## src/rtl/prng_pkg.sv

```systemverilog
package prng_pkg;
  localparam int DATA_W    = 32;
  localparam int NUM_WORDS = 5;
  localparam int ADDR_W    = 9;
  localparam int IDX_W     = $clog2(NUM_WORDS);

  localparam logic [ADDR_W-1:0] OFF_CTRL = 9'h000;
  localparam logic [ADDR_W-1:0] OFF_STAT = 9'h010;
  localparam logic [ADDR_W-1:0] OFF_SEED = 9'h140;
  localparam logic [ADDR_W-1:0] OFF_OUT  = 9'h160;
  localparam logic [ADDR_W-3:0] WIN_WORDS = (ADDR_W-2)'(NUM_WORDS);

  // control bits
  localparam int CB_SEL = 3;
  localparam int CB_GO  = 4;
  // status bits
  localparam int SB_READY  = 0;
  localparam int SB_SEEDED = 1;
  localparam int SB_BUSY   = 2;
  localparam int SB_PART   = 3;
  localparam int SB_MSG    = 4;
  localparam int SB_DONE   = 5;

  localparam logic [DATA_W-1:0] ZERO_FIX = 32'h9E37_79B9;

  typedef logic [NUM_WORDS-1:0][DATA_W-1:0] wordVec_t;

  typedef struct packed {
    logic                 start;
    logic                 reload;
    logic [NUM_WORDS-1:0] seedWr;
  } ctrlStrobe_t;

  function automatic logic winHit(logic [ADDR_W-1:0] a, logic [ADDR_W-1:0] base);
    logic [ADDR_W-1:0] d;
    d = a - base;
    return (a >= base) && (d[1:0] == 2'b00) && (d[ADDR_W-1:2] < WIN_WORDS);
  endfunction

  function automatic logic [IDX_W-1:0] winIdx(logic [ADDR_W-1:0] a, logic [ADDR_W-1:0] base);
    return IDX_W'((a - base) >> 2);
  endfunction

  function automatic logic isMapped(logic [ADDR_W-1:0] a);
    return (a == OFF_CTRL) || (a == OFF_STAT) || winHit(a, OFF_SEED) || winHit(a, OFF_OUT);
  endfunction

  function automatic wordVec_t zeroFix();
    wordVec_t r;
    for (int i = 0; i < NUM_WORDS; i++) r[i] = ZERO_FIX ^ DATA_W'(i);
    return r;
  endfunction

  function automatic wordVec_t xsStep(wordVec_t s);
    wordVec_t r;
    logic [DATA_W-1:0] t;
    t = s[0] ^ (s[0] >> 2);
    for (int i = 0; i < NUM_WORDS-1; i++) r[i] = s[i+1];
    r[NUM_WORDS-1] = (s[NUM_WORDS-1] ^ (s[NUM_WORDS-1] << 4)) ^ (t ^ (t << 1));
    return r;
  endfunction
endpackage

```

## src/rtl/prng_ctrl.sv

```systemverilog
module prng_ctrl
  import prng_pkg::*;
(
  input  logic              clk,
  input  logic              rstN,
  input  logic              wrEn,
  input  logic              rdEn,
  input  logic [ADDR_W-1:0] addr,
  input  logic [DATA_W-1:0] wrData,
  input  logic              running,
  input  logic              finishing,
  input  wordVec_t          outWords,
  output ctrlStrobe_t       strobe,
  output logic [DATA_W-1:0] rdData
);
  logic [DATA_W-1:0]    ctrlQ;
  logic [NUM_WORDS-1:0] seedFlags;
  logic                 reloadQ;
  logic                 doneQ, msgQ, partQ;
  logic                 seeded;
  logic                 ctrlWr, statWr;
  logic [NUM_WORDS-1:0] seedWrVec;
  logic [DATA_W-1:0]    statWord, rdMux;

  assign ctrlWr = wrEn && (addr == OFF_CTRL);
  assign statWr = wrEn && (addr == OFF_STAT);
  assign seeded = &seedFlags;

  for (genvar i = 0; i < NUM_WORDS; i++) begin : g_seedDec
    assign seedWrVec[i] = wrEn && winHit(addr, OFF_SEED) && (winIdx(addr, OFF_SEED) == IDX_W'(i));
  end

  always_comb begin
    strobe.seedWr = seedWrVec;
    strobe.reload = reloadQ;
    strobe.start  = ctrlWr && seeded && wrData[CB_SEL] && wrData[CB_GO] && !running;
  end

  always_ff @(posedge clk or negedge rstN) begin
    if (!rstN) begin
      ctrlQ     <= '0;
      seedFlags <= '0;
      reloadQ   <= 1'b1;
      doneQ     <= 1'b0;
      msgQ      <= 1'b0;
      partQ     <= 1'b0;
    end else begin
      if (ctrlWr) begin
        ctrlQ         <= wrData;
        ctrlQ[CB_GO]  <= 1'b0;
      end
      seedFlags <= seedFlags | seedWrVec;
      if (|seedWrVec)        reloadQ <= 1'b1;
      else if (strobe.start) reloadQ <= 1'b0;
      if (statWr) begin
        msgQ  <= wrData[SB_MSG];
        partQ <= wrData[SB_PART];
      end
      if (finishing)   doneQ <= 1'b1;
      else if (statWr) doneQ <= wrData[SB_DONE];
    end
  end

  always_comb begin
    statWord            = '0;
    statWord[SB_READY]  = 1'b1;
    statWord[SB_SEEDED] = seeded;
    statWord[SB_BUSY]   = running;
    statWord[SB_PART]   = partQ;
    statWord[SB_MSG]    = msgQ;
    statWord[SB_DONE]   = doneQ;
  end

  always_comb begin
    rdMux = '0;
    if (addr == OFF_CTRL)         rdMux = ctrlQ;
    else if (addr == OFF_STAT)    rdMux = statWord;
    else if (winHit(addr, OFF_OUT)) rdMux = outWords[winIdx(addr, OFF_OUT)];
  end

  always_ff @(posedge clk or negedge rstN) begin
    if (!rstN)     rdData <= '0;
    else if (rdEn) rdData <= rdMux;
  end
endmodule

```

## src/rtl/prng_datapath.sv

```systemverilog
module prng_datapath
  import prng_pkg::*;
(
  input  logic              clk,
  input  logic              rstN,
  input  ctrlStrobe_t       strobe,
  input  logic [DATA_W-1:0] wrData,
  output wordVec_t          outWords,
  output logic              running,
  output logic              finishing
);
  logic [DATA_W-1:0] seedQ [NUM_WORDS];
  wordVec_t          seedVec, loadVal, stateQ, stateNext, outQ;
  logic [IDX_W-1:0]  cntQ;

  for (genvar i = 0; i < NUM_WORDS; i++) begin : g_seed
    always_ff @(posedge clk or negedge rstN) begin
      if (!rstN)                 seedQ[i] <= '0;
      else if (strobe.seedWr[i]) seedQ[i] <= wrData;
    end
    assign seedVec[i] = seedQ[i];
  end

  assign loadVal   = (seedVec == '0) ? zeroFix() : seedVec;
  assign stateNext = xsStep(stateQ);
  assign finishing = running && (cntQ == IDX_W'(NUM_WORDS-1));
  assign outWords  = outQ;

  always_ff @(posedge clk or negedge rstN) begin
    if (!rstN) begin
      stateQ  <= '0;
      outQ    <= '0;
      cntQ    <= '0;
      running <= 1'b0;
    end else if (strobe.start) begin
      running <= 1'b1;
      cntQ    <= '0;
      if (strobe.reload) stateQ <= loadVal;
    end else if (running) begin
      stateQ     <= stateNext;
      outQ[cntQ] <= stateNext[NUM_WORDS-1];
      cntQ       <= cntQ + 1'b1;
      if (finishing) running <= 1'b0;
    end
  end
endmodule

```

## src/rtl/prng_mmio.sv

```systemverilog
module prng_mmio
  import prng_pkg::*;
(
  input  logic              clk,
  input  logic              rstN,
  input  logic              wrEn,
  input  logic              rdEn,
  input  logic [ADDR_W-1:0] addr,
  input  logic [DATA_W-1:0] wrData,
  output logic [DATA_W-1:0] rdData
);
  ctrlStrobe_t strobe;
  wordVec_t    outWords;
  logic        running, finishing;

  prng_ctrl u_ctrl (
    .clk(clk), .rstN(rstN), .wrEn(wrEn), .rdEn(rdEn), .addr(addr),
    .wrData(wrData), .running(running), .finishing(finishing),
    .outWords(outWords), .strobe(strobe), .rdData(rdData)
  );

  prng_datapath u_dp (
    .clk(clk), .rstN(rstN), .strobe(strobe), .wrData(wrData),
    .outWords(outWords), .running(running), .finishing(finishing)
  );
endmodule

```

## config.mk

```make
export PLATFORM = sky130hd
export DESIGN_NAME = prng_mmio
export DESIGN_NICKNAME = d
export VERILOG_FILES = /design/src/rtl/prng_pkg.sv /design/src/rtl/prng_ctrl.sv /design/src/rtl/prng_datapath.sv /design/src/rtl/prng_mmio.sv
export SDC_FILE = /design/constraint.sdc
export NUM_CORES = 1
export LEC_CHECK = 0
export BUFFER_PORTS_ARGS = -buffer_cell sky130_fd_sc_hd__buf_2
export CAP_MARGIN = 0
export CORE_UTILIZATION = 58
export CTS_BUF_LIST = sky130_fd_sc_hd__clkbuf_8
export DETAILED_ROUTE_END_ITERATION = 7
export MAX_ROUTING_LAYER = met4
export PLACE_DENSITY_LB_ADDON = 0.3
export SYNTH_ARGS = -nofsm -noshare
export SYNTH_HDL_FRONTEND = slang
export SYNTH_HIERARCHICAL = 1
export SYNTH_SLANG_ARGS = --single-unit
export TNS_END_PERCENT = 20
```

## constraint.sdc

```tcl
create_clock -name clk -period 2 [get_ports clk]
set_input_delay 0.1 -clock clk [delete_from_list [all_inputs] [get_ports clk]]
set_output_delay 0.1 -clock clk [all_outputs]
set_load 0.03 [all_outputs]
```

; Word level (Yosys, flattened, before mapping)
; Index checks and enable logic that the tools add are counted.
[classes]
n_addsub = 3
n_lt_le_gt_ge = 7
eq_ne = 7
n_mux = 21
bitwise = 6
n_reduce_logical = 31
[ops]
columns = cell, count
row1 = 2-to-1 mux 160 bit, 4
row2 = bitwise mux 160 bit, 1
row3 = logical NOT 160 bit, 1
row4 = 2-to-1 mux 32 bit, 5
row5 = binary-select mux 32 bit (select 3 bit), 1
row6 = demux 32 bit (select 3 bit), 1
row7 = XOR 32 bit, 3
row8 = XOR 32 x 30 -> 32 bit, 1
row9 = ">= comparator 9 bit, second input constant", 2
row10 = logical AND 1 bit, 18
row11 = "subtractor 9 bit, second input constant", 2
row12 = "less-than comparator 7 x 3 -> 1 bit, second input constant", 2
row13 = "== test 9 x 5 -> 1 bit, second input constant", 1
row14 = logical NOT 9 bit, 1
row15 = "less-than comparator 3 x 4 -> 1 bit, second input constant", 2
row16 = 2-to-1 mux 1 bit, 7
row17 = "== test 3 x 2 -> 1 bit, second input constant", 2
row18 = "== test 3 bit, second input constant", 2
row19 = 2-to-1 mux 3 bit, 2
row20 = nonzero test 2 bit, 3
row21 = OR 5 bit, 1
row22 = AND reduction 5 bit, 1
row23 = OR reduction 5 bit, 1
row24 = logical NOT 2 bit, 2
row25 = 8 further kinds, 9
[word_totals]
reg_bits = 556
input_bits = 45
output_inout_bits = 32

; Longest topological paths before layout
[logic_depth]
depth_word = 8
mapped_depth = 12

; Hierarchy
; The synthesis kept the hierarchy.
[modules_own_cells]
columns = module, instances, cells_each, area_per_inst_um2
row1 = prng_datapath, 1, 2003, 20892.5
row2 = prng_ctrl, 1, 401, 4521.8

; Worst setup path after synthesis
; OpenSTA, ideal clock, no wires.
[synth_timing]
kind = input -> register
from = in addr[7]
to = reg u_dp.outQ (netlist bit u_dp/outWords[126])
setup_ns = 0.125
arrival_time_ns = 2.948
required_ns = 1.875
setup_slack_ns = -1.073
stages = 11
cell_sequence = inv_1 -> ha_1 -> or4b_4 -> or4_4 -> buf_6 -> nor4_4 -> nand2b_1 -> nor2_1 -> nand3_1 -> clkbuf_1 -> mux2_2
[synth_lines]
columns = item, line
row1 = from (decl), prng_mmio.sv:8  ; input logic [ADDR_W-1:0] addr,
row2 = "to (signal, indexed assignment)", prng_datapath.sv:41  ; outQ[cntQ] <= stateNext[NUM_WORDS-1];
row3 = to (decl), prng_datapath.sv:13  ; wordVec_t seedVec, loadVal, stateQ, stateNext, outQ;

; Worst setup path in the final report
[layout_timing]
from = reg u_dp/seedQ[62] (netlist name)
to = reg u_dp.stateQ (netlist bit u_dp/stateNext[14])
[layout_via]
elab_chain_cells = 4
[layout_rtl]
columns = item, line
row1 = from (decl), prng_datapath.sv:12  ; logic [DATA_W-1:0] seedQ [NUM_WORDS];
row2 = "from (signal, indexed assignment)", prng_datapath.sv:19  ; else if (strobe.seedWr[i]) seedQ[i] <= wrData;
row3 = logical NOT 160 bit, prng_datapath.sv:24  ; assign loadVal = (seedVec == '0) ? zeroFix() : seedVec;
row4 = 2-to-1 mux 160 bit, prng_datapath.sv:24
row5 = 2-to-1 mux 160 bit, prng_datapath.sv:38  ; if (strobe.reload) stateQ <= loadVal;
row6 = 2-to-1 mux 160 bit, prng_datapath.sv:35  ; end else if (strobe.start) begin
row7 = to (signal assigned), prng_datapath.sv:38
row8 = to (signal assigned), prng_datapath.sv:40  ; stateQ <= stateNext;
row9 = to (decl), prng_datapath.sv:13
; Every way passes these cells. The select of a mux whose other input is x is not followed.
; A chain may end at the register's enable or synchronous reset.

==> flow_summary.yaml <==
timing:
  final_max_slew_viol_count: 0
  max_slew.worst_pin.slew_ns: 0.8563
  hold_violations: 0
  rsz0062_at_grt: "true"
  skew_ns: 0.04067
  fin_crit_sh_pct: 116.8
  max_freq_ghz: 0.4280
  slew_headroom_pct: 42.50
  hold_ws_ns: 0.05412
  finalSetupViolations: 276
  worst_slack_ns: -0.3365
  fin_crit_ns: 2.337
cells_and_area:
  final_layout_size_suffix_gt1_share_pct: 26.08
  nets: 2724
  multiInputGateArea_um2: 10870
  syn_to_final_growth_pct: 22.18
  n_fill_cell: 3007
  seqCellArea_um2: 13920
logic_synthesis:
  synth_area_leaders: "dfrtp_1 55%, o21ai_0 7.2%, nand2_1 4.1%"
  syn-cell-area_um2: 25410
  yosys.area.top_type: "dfrtp_1"
  synth_ff_type: "dfrtp_1"
  synth_top_area_share_pct: 54.65
  synth_edf_count: 0
  synth_cell_types: 61
  ys_ff_latch: 556
  yosys_warnings: 6
  seq_area_frac_synth_pct: 54.75
  postSynthAreaPerCell_um2: 10.57
  ys_async_sr_fraction_pct: 100.0
  synthCells: 2404
  synth_nets: 2454
detailed_routing:
  wl_per_cell_um: 22.86
  wl_met2_um: 35810
  detail-route-antenna-nets: 0
  wl_met1_um: 30600
  dr_wl_met3_um: 6428
  top_layer_used: "met4"
  vias: 20550
  remaining_drc_errors: 0
  firstDrtPassIters: 6
  drt_iter0_drc: 2359
  wl_um: 75980
  viasPerCell: 6.182
critical_path:
  reg2regPathDepth: 9
  crit_start: "u_dp/seedQ[62]$_DFFE_PN0P_"
  r2r-end: "u_dp/stateNext[14]$_DFFE_PN0P_"
  required_ns: 2.59
  arrival_ns: 2.93
  reg2reg_slack_ns: -0.34
  path_max_fanout: 27
  cp_cell_sequence: "nor4_4, buf_4, nand4_1, nor4_2, buf_4, a31oi_4, buf_12, buf_12, a21oi_1"
  cp_slowest_cell: "dfrtp_1"
  critPathMaxStageDelay_ns: 0.41
  startpoint_type: "register"
  crit_type: "reg -> reg"
  cp-end-kind: "register"
  critPathCapture: "u_dp/stateNext[14]$_DFFE_PN0P_"
  r2r-start: "u_dp/seedQ[62]$_DFFE_PN0P_"
cts:
  htree_levels: 3
  root_buffer: "clkbuf_8"
  cts_buffer_depth: 3
  clock_sinks: 556
  cts_tree: "built"
  clk_latency_ns: 0.69
  cts.clk_slew.worst_paths_ns: 0.06
  cts_buffers: 91
pwr:
  internal_power_mw: 17.21
  p_leak_nw: 14.97
  power_mw: 22.78
  switchingPower_mw: 5.566
  power.density_nw_per_um2: 733.6
  switching_share_pct: 24.44
  p_seq_share_pct: 50.9
  p_clk_share_pct: 43.4
  irDropWorstVdd_mv: 0.4987
  comb_power_share_pct: 5.7
placement:
  dpl.hpwl_um: 50110
  io_buffers: 76
  gp_congestion: 0.9091
grt:
  grt-ovfl-total: 0
  grt_pass1_wl_um: 117200
  grtUsageTotal_pct: 35.67
  grt_pass1_vias: 20390
  antenna_found_initial: 3
  grt_max_degree: 100
floorplan:
  die_h_um: 211.3
  core-area_um2: 43170
  row_count: 76
  io_pins: 77
  die_w_um: 211.3
  start_util_pct: 58.87
  dieArea_um2: 44660
outcome:
  violations: "setup timing"
  status: "finished with violations"
job:
  max_cap_violations: 0
worst_hold_path:
  min_path_type: "in -> reg"
-- area by class of cell --
class / count / share of cell area, %
Multi-Input combinational cell: 1563 / 35.01
Clock inverter: 38 / 0.6004
Sequential cell: 556 / 44.84
Clock buffer: 119 / 5.275
Tap cell: 585 / 2.357
Timing Repair Buffer: 349 / 10.47
Inverter: 113 / 1.435
Antenna cell: 1 / 0.008059
-- cell families (layout without fill, tap and decap cells) --
kind of cell               count (synthesis)  in the layout  share of synthesized area, %
and+or+nand+nor                          582            582                         11.16
AOI/OAI and AO/OA                        655            655                         15.23
adders and majority gates                  5              5                        0.2462
other                                      0              1                             0
muxes                                    201            201                         9.866
xor gates and xnor gates                 120            120                         4.135
buffers and inverters                    285            619                         4.608
DFF                                      556            556                         54.75
-- power groups by stage --
stage / clock network [mW] / registers, mW / logic, mW
floorplan: 0 / 11.7 / 0.469
global placement: 0 / 11.8 / 1.16
detailed placement: 0 / 11.8 / 1.18
CTS: 9.99 / 11.6 / 1.27
global route: 10.5 / 11.6 / 1.40
finish: 9.89 / 11.6 / 1.29
-- cell usage after synthesis (30+ instances only) --
cell type,number
dfrtp_1,555
o21ai_0,364
nand2_1,275
clkbuf_1,133
a21oi_1,131
inv_1,112
xnor2_1,92
mux2_2,86
or3_1,79
mux2i_1,66
nor2_1,59
a211oi_1,56
nor2b_1,51
nor4_1,45
mux2_4,30
-- layer usage --
metal / up-vias / GRT usage [%]
li1: 9002 / -
met1: 10310 / 48.41
met2: 1046 / 53.66
met3: 189 / 6.245
met4: 0 / 14.29
met5: - / -
-- critical path, delay by kind of cell, from the launching register on --
| family | cells | cell delay, ns |
|---|---|---|
| flops | 1 | 0.41 |
| buf+inv | 4 | 0.72 |
| simple gates | 3 | 0.78 |
| compound gates | 2 | 0.28 |
-- state kept, by name, summed over array words and instances (netlist names), 3 cells and up --
| signal | count |
|---|---|
| u_dp/outWords | 160 |
| u_dp/seedQ | 160 |
| u_dp/stateNext | 128 |
| u_ctrl/rdData | 32 |
| u_dp/stateQ | 32 |
| u_ctrl/ctrlQ | 31 |
| u_ctrl/seedFlags | 5 |
| u_dp/cntQ | 3 |
-- cells in the final DEF (no fill, tap or decap), drive strengths merged, types with 6 or more instances in the layout --
cell / synthesis / layout
a211oi: 56 / 56
a21o: 9 / 9
a21oi: 131 / 131
a221oi: 24 / 24
a22oi: 28 / 28
a32oi: 15 / 15
and3: 8 / 8
buf: 38 / 309
clkbuf: 134 / 122
dfrtp: 555 / 555
dlygate4sd3: 0 / 36
inv: 112 / 146
mux2: 116 / 116
mux2i: 66 / 66
mux4: 19 / 19
nand2: 275 / 275
nand2b: 22 / 22
nand3: 8 / 8
nand4: 10 / 10
nor2: 59 / 59
nor2b: 51 / 51
nor3: 6 / 6
nor4: 47 / 47
o21ai: 364 / 364
o221ai: 9 / 9
or2: 7 / 7
or3: 79 / 79
xnor2: 92 / 92
xor2: 28 / 28
-- per-stage QoR --
| stage | setup slack (ns) | TNS [ns] | utilization, % | cell area (um^2) | cells |
|---|---|---|---|---|---|
| 2_1_floorplan | -0.6273 | -172.31 | - | 25730 | 2404 |
| 3_3_place_gp | -0.8971 | -275.94 | 65.43 | 28250 | 3120 |
| 3_5_place_dp | -0.9470 | -292.70 | 65.43 | 28250 | 3120 |
| 4_1_cts | -0.2552 | -28.96 | 71.16 | 30720 | 3318 |
| 5_1_grt | -0.4210 | -59.16 | 71.93 | 31050 | 3324 |
| 6_report | -0.3365 | -40.33 | 71.93 | 31050 | 3324 |
-- worst min-delay path by stage --
stage | depth (start not counted) | start | endpoint | slack [ns]
after floorplan | 0 | rstN | u_ctrl/ctrlQ[0]$_DFFE_PN0N_ | -0.20
after global placement | 1 | rstN | u_dp/outWords[36]$_DFFE_PN0P_ | 0.05
after detailed placement | 1 | rstN | u_dp/outWords[4]$_DFFE_PN0P_ | 0.05
after CTS | 6 | addr[1] | u_ctrl/rdData[2]$_DFFE_PN0P_ | 0.005
after global routing | 6 | addr[1] | u_ctrl/rdData[2]$_DFFE_PN0P_ | 0.05
final | 6 | addr[1] | u_ctrl/rdData[2]$_DFFE_PN0P_ | 0.05
-- repair_timing --
item / 4_1_cts / 5_1_grt
endpoints found under the hold margin: 754 / 0
resized for setup: 91 / 96
setup endpoints to repair: 277 / 321
setup buffers: 1 / 2
hold buffers: 37 / 0
pin swaps: 22 / 15
cloned: 3 / 3
Note: power is estimated with default switching activity, not from simulation.
